### config.mk
export PLATFORM = sky130hd
export DESIGN_NAME = adc_overload_mute
export DESIGN_NICKNAME = d
export VERILOG_FILES = /design/src/rtl/adcg_pkg.sv /design/src/rtl/adcg_level_check.sv /design/src/rtl/adcg_mute_timer.sv /design/src/rtl/adcg_overload_hold.sv /design/src/rtl/adc_overload_mute.sv
export SDC_FILE = /design/constraint.sdc
export NUM_CORES = 1
export LEC_CHECK = 0
export ABC_AREA = 1
export BUFFER_PORTS_ARGS = -buffer_cell sky130_fd_sc_hd__buf_2
export CAP_MARGIN = 20
export CORE_MARGIN = 8
export CORE_UTILIZATION = 40
export CTS_CLUSTER_DIAMETER = 100
export DETAILED_ROUTE_END_ITERATION = 6
export PLACE_DENSITY_LB_ADDON = 0.3
export SYNTH_ARGS = -nofsm -noshare
export SYNTH_HDL_FRONTEND = slang
export SYNTH_SLANG_ARGS = --single-unit
### constraint.sdc
create_clock -name clk -period 4.7 [get_ports clk]
set_input_delay 0.47 -clock clk [delete_from_list [all_inputs] [get_ports clk]]
set_output_delay 0.47 -clock clk [all_outputs]
set_load 0.005 [all_outputs]
### src/rtl/adcg_pkg.sv
package adcg_pkg;

  // True when a sign-extended sample lies strictly beyond +/-limit.
  function automatic logic beyond_limit(input int sample, input int limit);
    return (sample > limit) || (sample < -limit);
  endfunction

  // Selected mute length for the current filter configuration.
  function automatic int mute_span(input logic dc_on, input int short_len, input int long_len);
    return dc_on ? long_len : short_len;
  endfunction

endpackage

### src/rtl/adcg_level_check.sv
module adcg_level_check #(
  parameter int SAMPLE_W = 20,
  parameter int CHANNELS = 2
) (
  input  logic [CHANNELS*SAMPLE_W-1:0] samples,
  output logic [CHANNELS-1:0]          over
);
  import adcg_pkg::*;

  localparam int FULL_SCALE = 1 << (SAMPLE_W - 1);
  localparam int THRESH     = (FULL_SCALE / 8) * 7;

  for (genvar g = 0; g < CHANNELS; g++) begin : g_chan
    logic signed [SAMPLE_W-1:0] chan_s;
    assign chan_s  = signed'(samples[g*SAMPLE_W +: SAMPLE_W]);
    assign over[g] = beyond_limit(int'(chan_s), THRESH);
  end

endmodule

### src/rtl/adcg_mute_timer.sv
module adcg_mute_timer #(
  parameter int SHORT_LEN = 1024,
  parameter int LONG_LEN  = 12288
) (
  input  logic clk,
  input  logic rst_n,
  input  logic restart,
  input  logic dc_cancel_en,
  input  logic sample_strobe,
  output logic muted
);
  import adcg_pkg::*;

  localparam int MAX_LEN = (LONG_LEN > SHORT_LEN) ? LONG_LEN : SHORT_LEN;
  localparam int CW      = $clog2(MAX_LEN + 1);

  logic [CW-1:0] mute_cnt;
  logic [CW-1:0] limit;
  logic          advance;

  assign limit   = CW'(mute_span(dc_cancel_en, SHORT_LEN, LONG_LEN));
  assign muted   = mute_cnt < limit;
  assign advance = sample_strobe && muted && !restart;

  always_ff @(posedge clk) begin
    if (!rst_n)       mute_cnt <= '0;
    else if (restart) mute_cnt <= '0;
    else if (advance) mute_cnt <= mute_cnt + 1'b1;
  end

  a_r11_restart_clears_mute: assert property (@(posedge clk) disable iff (!rst_n)
    restart |=> (mute_cnt == '0));

  a_r4_idle_keeps_count: assert property (@(posedge clk) disable iff (!rst_n)
    (!sample_strobe && !restart) |=> $stable(mute_cnt));

endmodule

### src/rtl/adcg_overload_hold.sv
module adcg_overload_hold #(
  parameter int HOLD_SAMPLES = 512
) (
  input  logic clk,
  input  logic rst_n,
  input  logic clear,
  input  logic sample_strobe,
  input  logic trip,
  output logic flag
);
  localparam int HW = $clog2(HOLD_SAMPLES + 1);

  logic [HW-1:0] hold_cnt;
  logic [HW-1:0] hold_nxt;

  always_comb begin
    hold_nxt = hold_cnt;
    if (clear)                                hold_nxt = '0;
    else if (trip)                            hold_nxt = HW'(HOLD_SAMPLES);
    else if (sample_strobe && hold_cnt != '0) hold_nxt = hold_cnt - 1'b1;
  end

  always_ff @(posedge clk) begin
    if (!rst_n) begin
      hold_cnt <= '0;
      flag     <= 1'b0;
    end else begin
      hold_cnt <= hold_nxt;
      flag     <= (hold_nxt != '0);
    end
  end

  a_r7_trip_raises_flag: assert property (@(posedge clk) disable iff (!rst_n)
    (trip && !clear) |=> flag);

  a_r9_trip_reloads_hold: assert property (@(posedge clk) disable iff (!rst_n)
    (trip && !clear) |=> (hold_cnt == HW'(HOLD_SAMPLES)));

  a_r10_clear_drops_flag: assert property (@(posedge clk) disable iff (!rst_n)
    clear |=> !flag);

  a_r8_hold_steady_between_strobes: assert property (@(posedge clk) disable iff (!rst_n)
    (!sample_strobe && !clear && !trip) |=> ($stable(hold_cnt) && $stable(flag)));

endmodule

### src/rtl/adc_overload_mute.sv
module adc_overload_mute #(
  parameter int SAMPLE_W     = 20,
  parameter int HOLD_SAMPLES = 512,
  parameter int MUTE_SHORT   = 1024,
  parameter int MUTE_LONG    = 12288
) (
  input  logic                       clk,
  input  logic                       rst_n,
  input  logic                       restart,
  input  logic                       dc_cancel_en,
  input  logic                       in_valid,
  input  logic signed [SAMPLE_W-1:0] in_left,
  input  logic signed [SAMPLE_W-1:0] in_right,
  output logic                       out_valid,
  output logic signed [SAMPLE_W-1:0] out_left,
  output logic signed [SAMPLE_W-1:0] out_right,
  output logic                       ovl_flag
);
  localparam int CHANNELS = 2;

  logic [CHANNELS-1:0] chan_over;
  logic                muted;
  logic                gate_zero;
  logic                trip_evt;
  logic                hold_clear;

  adcg_level_check #(.SAMPLE_W(SAMPLE_W), .CHANNELS(CHANNELS)) u_level (
    .samples ({in_right, in_left}),
    .over    (chan_over)
  );

  adcg_mute_timer #(.SHORT_LEN(MUTE_SHORT), .LONG_LEN(MUTE_LONG)) u_mute (
    .clk           (clk),
    .rst_n         (rst_n),
    .restart       (restart),
    .dc_cancel_en  (dc_cancel_en),
    .sample_strobe (in_valid),
    .muted         (muted)
  );

  assign gate_zero  = muted || restart;
  assign hold_clear = gate_zero;
  assign trip_evt   = in_valid && !gate_zero && (|chan_over);

  adcg_overload_hold #(.HOLD_SAMPLES(HOLD_SAMPLES)) u_hold (
    .clk           (clk),
    .rst_n         (rst_n),
    .clear         (hold_clear),
    .sample_strobe (in_valid),
    .trip          (trip_evt),
    .flag          (ovl_flag)
  );

  always_ff @(posedge clk) begin
    if (!rst_n) begin
      out_valid <= 1'b0;
      out_left  <= '0;
      out_right <= '0;
    end else begin
      out_valid <= in_valid;
      if (in_valid) begin
        out_left  <= gate_zero ? '0 : in_left;
        out_right <= gate_zero ? '0 : in_right;
      end
    end
  end

  a_r2_muted_outputs_zero: assert property (@(posedge clk) disable iff (!rst_n)
    (in_valid && gate_zero) |=> (out_left == '0 && out_right == '0));

  a_r12_valid_follows: assert property (@(posedge clk) disable iff (!rst_n)
    in_valid |=> out_valid);

  a_r12_idle_holds_data: assert property (@(posedge clk) disable iff (!rst_n)
    !in_valid |=> (!out_valid && $stable(out_left) && $stable(out_right)));

  a_r10_no_flag_while_muted: assert property (@(posedge clk) disable iff (!rst_n)
    (gate_zero && !$past(gate_zero)) |=> !ovl_flag);

endmodule

==> results of run 1 <==
cell type report:
cell class              count  area [um2]  area share [%]
clock buffers              11         141            3.73
clock inverters             5        77.6            2.05
inverters                  39         151            3.99
multi-input cells         326        1540            40.5
flip-flops and latches     66        1320            34.8
well taps                 102         128            3.37
repair buffers             87         438            11.5
cells in the final DEF (no fill, tap or decap), drive strengths merged:
cell	count
o21ai	10
o21a	1
clkbuf	11
nand2	151
a31oi	1
ha	4
buf	87
o22ai	1
nand4	3
dfxtp	66
nand3	20
bufinv	2
nor3	12
clkinvlp	1
xor2	3
clkinv	3
inv	38
a21oi	55
nor4	3
nor2	58
xnor2	4
worst max path at each step:
stage                                            end                        startpoint
finish                        u_hold.flag$_SDFF_PN0_  u_mute.mute_cnt[13]$_SDFFE_PP0P_
global route                  u_hold.flag$_SDFF_PN0_  u_mute.mute_cnt[13]$_SDFFE_PP0P_
CTS                           u_hold.flag$_SDFF_PN0_  u_mute.mute_cnt[13]$_SDFFE_PP0P_
detailed placement            u_hold.flag$_SDFF_PN0_                      dc_cancel_en
global placement              u_hold.flag$_SDFF_PN0_                          in_valid
floorplan           u_mute.mute_cnt[11]$_SDFFE_PP0P_                      dc_cancel_en
critical path, cell delays in order (launching register included):
cell	delay, ns
dfxtp_1	0.33
ha_1	0.32
nand3_2	0.11
nand2_1	0.09
nand2_2	0.09
nor2_4	0.68
nand2_2	0.29
nand3_1	0.20
nand2_1	0.06
nor2_1	0.11
nand3_1	0.08
nand2_1	0.06
inv_1	0.03
metal layers:
layer / GRT usage [%] / wire, um / vias to the layer above
li1: - / - / 1582
met1: 18.3 / 3650 / 1385
met2: 22.9 / 3690 / 88
met3: 8.18 / 752 / 6
met4: 4.76 / 44 / 4
met5: 0 / 16 / -
flip-flops by register name (all words and copies together), names as in the netlist:
name / count
out_left: 20
out_right: 20
out_valid: 1
u_hold.flag: 1
u_hold.hold_cnt: 10
u_mute.mute_cnt: 14
kinds of logic (layout without fill, tap and decap cells):
logic type / Yosys count / after routing / share of synthesized area, %
buffers and inverters: 53 / 142 / 7.04
and+or+nand+nor: 247 / 247 / 34.9
DFF: 66 / 66 / 43.0
AOI/OAI and AO/OA: 68 / 68 / 11.5
adders and majority gates: 4 / 4 / 1.63
xor gates and xnor gates: 7 / 7 / 2.00
metrics by stage:
step           power [mW]  utilization, %  instances
6_report             1.16            50.1        636
5_1_grt              1.21            50.1        636
4_1_cts              1.18            50.1        636
3_5_place_dp        0.647            47.2        620
3_3_place_gp        0.647            47.2        620
2_1_floorplan       0.613               -        445
power groups by stage:
stage / Sequential, mW / Clock [mW] / Combinational, mW
after detailed placement: 0.578 / 0 / 0.0694
after CTS: 0.565 / 0.544 / 0.0697
after floorplan: 0.578 / 0 / 0.0348
after global routing: 0.565 / 0.567 / 0.0787
final: 0.565 / 0.531 / 0.0687
after global placement: 0.578 / 0 / 0.0692
==> flow_metrics.env, run 1 <==
export IMPL_synthTopCellsByCount="nand2_1 (146), dfxtp_1 (66), a21oi_1 (53), nor2_1 (53), inv_1 (32)"
export IMPL_hold_buffers=0
export IMPL_synth_top_area_cell="dfxtp_1"
export IMPL_place_area_um2=3570
export IMPL_io_pins=87
export IMPL_routed_wl_um=8150
export IMPL_min_period_ns=2.55
export IMPL_grt_pass1_vias=3071
export IMPL_layout_drive_gt1_share_pct=23.2
export IMPL_drv_cap=0
export IMPL_clkLatencyLatePin_ns=0.33
export IMPL_fillers=774
export IMPL_max_freq_mhz=392
export IMPL_r2r_start="u_mute.mute_cnt[13]$_SDFFE_PP0P_"
export IMPL_coreArea_um2=7570
export IMPL_first_pass_iters=5
export IMPL_combPwrFrac_pct=5.9
export IMPL_track_usage_pct=15.3
export IMPL_drtIter0Drc=120
export IMPL_tightest_slew_ns=0.887
export IMPL_syn_area_um2=3070
export IMPL_slew_headroom_pct=40.7
export IMPL_status="finished clean"
export IMPL_synth_async_reset_ratio_pct=0
export IMPL_post_dp_hpwl_um=5930
export IMPL_die_w_um=104
export IMPL_cts_sinks=66
export IMPL_grt_max_degree=51
export IMPL_grt_ovfl_total=0
export IMPL_synth_top_area_share_pct=43.0
export IMPL_stdcell_area_um2=3790
export IMPL_synth_area_top_cells="dfxtp_1 (43%), nand2_1 (18%), a21oi_1 (8.6%)"
export IMPL_clockRootBuffer="clkbuf_8"
export IMPL_power_density_nw_per_um2=307
export IMPL_end_kind="flip-flop"
export IMPL_cts_made_buffers=9
export IMPL_holdPathEnd="u_hold.flag$_SDFF_PN0_"
export IMPL_power_leakage_nw=1.66
export IMPL_path_class="reg -> reg"
export IMPL_p_sw_share_pct=22.7
export IMPL_gp_congestion=0.843
export IMPL_ys_flop_type="dfxtp_1"
export IMPL_worstHoldPathCells=3
export IMPL_hp_class="in -> reg"
export IMPL_cp_start_kind="flip-flop"
export IMPL_synth_most_common_cell="nand2_1"
export IMPL_p_int_mw=0.900
export IMPL_timing_final_ws_setup_ns=2.15
export IMPL_cp_arrival_ns=2.79
export IMPL_setup_viol=0
export IMPL_clk_pin_slew_ns=0.07
export IMPL_post_route_period_util_pct=54.3
export IMPL_vias_per_cell=4.82
export IMPL_area_growth_pct=23.4
export IMPL_rsz0062_at_grt="false"
export IMPL_num_vias=3065
export IMPL_fin_hold_ws_ns=0.380
export IMPL_synth_edf_count=0
export IMPL_cts_setup_buffers=0
export IMPL_drc=0
export IMPL_ant_nets=0
export IMPL_fin_nets=578
export IMPL_reg2reg_to="u_hold.flag$_SDFF_PN0_"
export IMPL_crit_fanout=41
export IMPL_p_switching_mw=0.264
export IMPL_finalHoldViolations=0
export IMPL_hold_start="rst_n"
export IMPL_reg2reg_depth=12
export IMPL_grt_first_pass_wirelength_um=13900
export IMPL_tns_ns=0
export IMPL_syn_inst=445
export IMPL_n_antenna_cell=0
export IMPL_clock_path_buffers=2
export IMPL_place_ws_ns=1.85
export IMPL_syn_mean_instance_area_um2=6.91
export IMPL_pwr_share_clk_pct=45.6
export IMPL_initial_utilization_pct=40.6
export IMPL_r2r_slack_ns=2.15
export IMPL_die_height_um=104
export IMPL_ys_types=32
export IMPL_drt_wirelength_per_cell_um=12.8
export IMPL_cts_repair_resized=0
export IMPL_skew_ns=0.0105
export IMPL_die_area_um2=10700
export IMPL_rows=32
export IMPL_antenna_found_initial=2
export IMPL_cts_tree="yes"
export IMPL_power_frac_seq_pct=48.5
export IMPL_synth_seq_cells=66
export IMPL_seq_area_frac_synth_pct=43.0
export IMPL_syn_num_nets=494
export IMPL_peakVddDrop_v=0.000178
export IMPL_io_buffers=86
export IMPL_worstPathRequired_ns=4.94
export IMPL_cts_htree_levels=3
export IMPL_ys_warn_count=0
export IMPL_slew_violations=0
Power figures use the tool's default switching activity.
==> run 2, diff against run 1 <==
==> constraint.sdc (replaced) <==
create_clock -name clk -period 2.6 [get_ports clk]
set_input_delay 0.26 -clock clk [delete_from_list [all_inputs] [get_ports clk]]
set_output_delay 0.26 -clock clk [all_outputs]
set_load 0.005 [all_outputs]
==> flow_metrics.env, run 2 (same netlist as run 1, synthesis figures left out) <==
export IMPL_status="finished clean"
export IMPL_drt_wirelength_per_cell_um=12.3
export IMPL_clk_pin_slew_ns=0.07
export IMPL_setup_viol=0
export IMPL_post_route_period_util_pct=73.1
export IMPL_die_area_um2=10700
export IMPL_tns_ns=0
export IMPL_worstSetupStartpoint="u_hold.hold_cnt[0]$_SDFF_PN0_"
export IMPL_peakVddDrop_v=0.000298
export IMPL_hp_class="in -> reg"
export IMPL_skew_ns=0.00943
export IMPL_routed_wl_um=7810
export IMPL_die_w_um=104
export IMPL_clkLatencyLatePin_ns=0.35
export IMPL_cp_start_kind="flip-flop"
export IMPL_cts_setup_buffers=0
export IMPL_grt_ovfl_total=0
export IMPL_num_vias=3041
export IMPL_layout_commonest_cell="nand2_1"
export IMPL_max_freq_mhz=526
export IMPL_first_pass_iters=5
export IMPL_finalHoldViolations=0
export IMPL_reg2reg_to="u_hold.flag$_SDFF_PN0_"
export IMPL_rows=32
export IMPL_area_growth_pct=23.0
export IMPL_slew_headroom_pct=55.7
export IMPL_drv_cap=0
export IMPL_track_usage_pct=14.7
export IMPL_power_leakage_nw=1.65
export IMPL_cts_tree="yes"
export IMPL_power_density_nw_per_um2=529
export IMPL_crit_fanout=8
export IMPL_die_height_um=104
export IMPL_r2r_slack_ns=0.70
export IMPL_cts_made_buffers=9
export IMPL_rsz0062_at_grt="false"
export IMPL_crit_end="u_hold.flag$_SDFF_PN0_"
export IMPL_cts_sinks=66
export IMPL_cts_htree_levels=3
export IMPL_layout_common_cells="nand2_1 (146), buf_2 (86), dfxtp_1 (66), a21oi_1 (53), nor2_1 (53)"
export IMPL_ant_nets=0
export IMPL_io_buffers=86
export IMPL_clockRootBuffer="clkbuf_8"
export IMPL_grt_first_pass_wirelength_um=13100
export IMPL_tightest_slew_ns=0.663
export IMPL_n_antenna_cell=0
export IMPL_place_area_um2=3590
export IMPL_clock_path_buffers=2
export IMPL_antenna_found_initial=1
export IMPL_slew_violations=0
export IMPL_path_class="reg -> reg"
export IMPL_fin_hold_ws_ns=0.131
export IMPL_gp_congestion=0.874
export IMPL_layout_drive_gt1_share_pct=23.6
export IMPL_end_kind="flip-flop"
export IMPL_post_dp_hpwl_um=5730
export IMPL_reg2reg_depth=15
export IMPL_drtIter0Drc=121
export IMPL_min_period_ns=1.90
export IMPL_drc=0
export IMPL_grt_max_degree=51
export IMPL_worstPathRequired_ns=2.85
export IMPL_cp_arrival_ns=2.15
export IMPL_vias_per_cell=4.77
export IMPL_stdcell_area_um2=3780
export IMPL_reg_largest_list="out_left: 20 flops, out_right: 20 flops, u_mute.mute_cnt: 14 flops"
export IMPL_hold_buffers=0
export IMPL_fin_nets=580
export IMPL_coreArea_um2=7570
export IMPL_r2r_start="u_hold.hold_cnt[0]$_SDFF_PN0_"
export IMPL_io_pins=87
export IMPL_cts_repair_resized=0
export IMPL_initial_utilization_pct=40.6
export IMPL_grt_pass1_vias=3051
[run 2: changes by cell type in the layout (fill, tap and decap cells not counted), sizes merged]
cell      previous run  this run
clkinvlp             1         2
buf                 87        89
clkbuf              11        10
bufinv               2         1
[run 2: layout make-up]
class	instances	area (um2)
Clock buffer	10	138
Clock inverter	5	55.1
Fill cell	777	3790
Inverter	39	151
Multi-Input combinational cell	326	1540
Sequential cell	66	1320
Tap cell	102	128
Timing Repair Buffer	89	453
[run 2: worst min-delay path by stage]
stage | start | to | slack, ns | cells past startpoint
6_report | rst_n | out_valid$_SDFF_PN0_ | 0.13 | 3
5_1_grt | rst_n | u_hold.flag$_SDFF_PN0_ | 0.15 | 3
4_1_cts | rst_n | out_valid$_SDFF_PN0_ | 0.12 | 3
3_5_place_dp | out_right[8]$_SDFFE_PN0P_ | out_right[8]$_SDFFE_PN0P_ | 0.46 | 2
3_3_place_gp | out_right[0]$_SDFFE_PN0P_ | out_right[0]$_SDFFE_PN0P_ | 0.45 | 2
2_1_floorplan | rst_n | out_valid$_SDFF_PN0_ | 0.36 | 2
[run 2: report_power, final]
group | internal (mW) | switching (mW)
registers | 1.02 | 0.00321
clock network | 0.460 | 0.394
logic | 0.0467 | 0.0785
[run 2: worst max-delay path, cell delays in order (launching register included)]
cell	delay [ns]
dfxtp_1	0.32
inv_1	0.16
ha_1	0.25
nand2_2	0.11
nor2_4	0.14
nand2_4	0.09
nand2_8	0.10
inv_6	0.06
nor2_2	0.07
nor2_1	0.05
nand2_1	0.07
nand2_1	0.06
nor2_1	0.16
nand3_1	0.09
nand2_1	0.06
inv_1	0.03
[run 2: metrics by stage]
| stage | worst slack (ns) | power [mW] | util [%] | instances |
|---|---|---|---|---|
| 5_1_grt | 0.527 | 2.07 | 50.0 | 637 |
| 4_1_cts | 0.697 | 2.02 | 50.0 | 637 |
| 3_3_place_gp | 0.663 | 1.17 | 47.4 | 622 |
| 2_1_floorplan | 0.889 | 1.11 | - | 445 |
| 3_5_place_dp | 0.619 | 1.17 | 47.4 | 622 |
| 6_report | 0.699 | 2.00 | 50.0 | 637 |
[run 2: per-layer routing]
metal | vias up | track usage (%) | part of all wire, %
met5 | - | 0 | 0.18
met4 | 2 | 6.31 | 1.7
met3 | 13 | 8.18 | 10
met2 | 93 | 23.1 | 44
met1 | 1346 | 15.8 | 43
li1 | 1587 | - | -
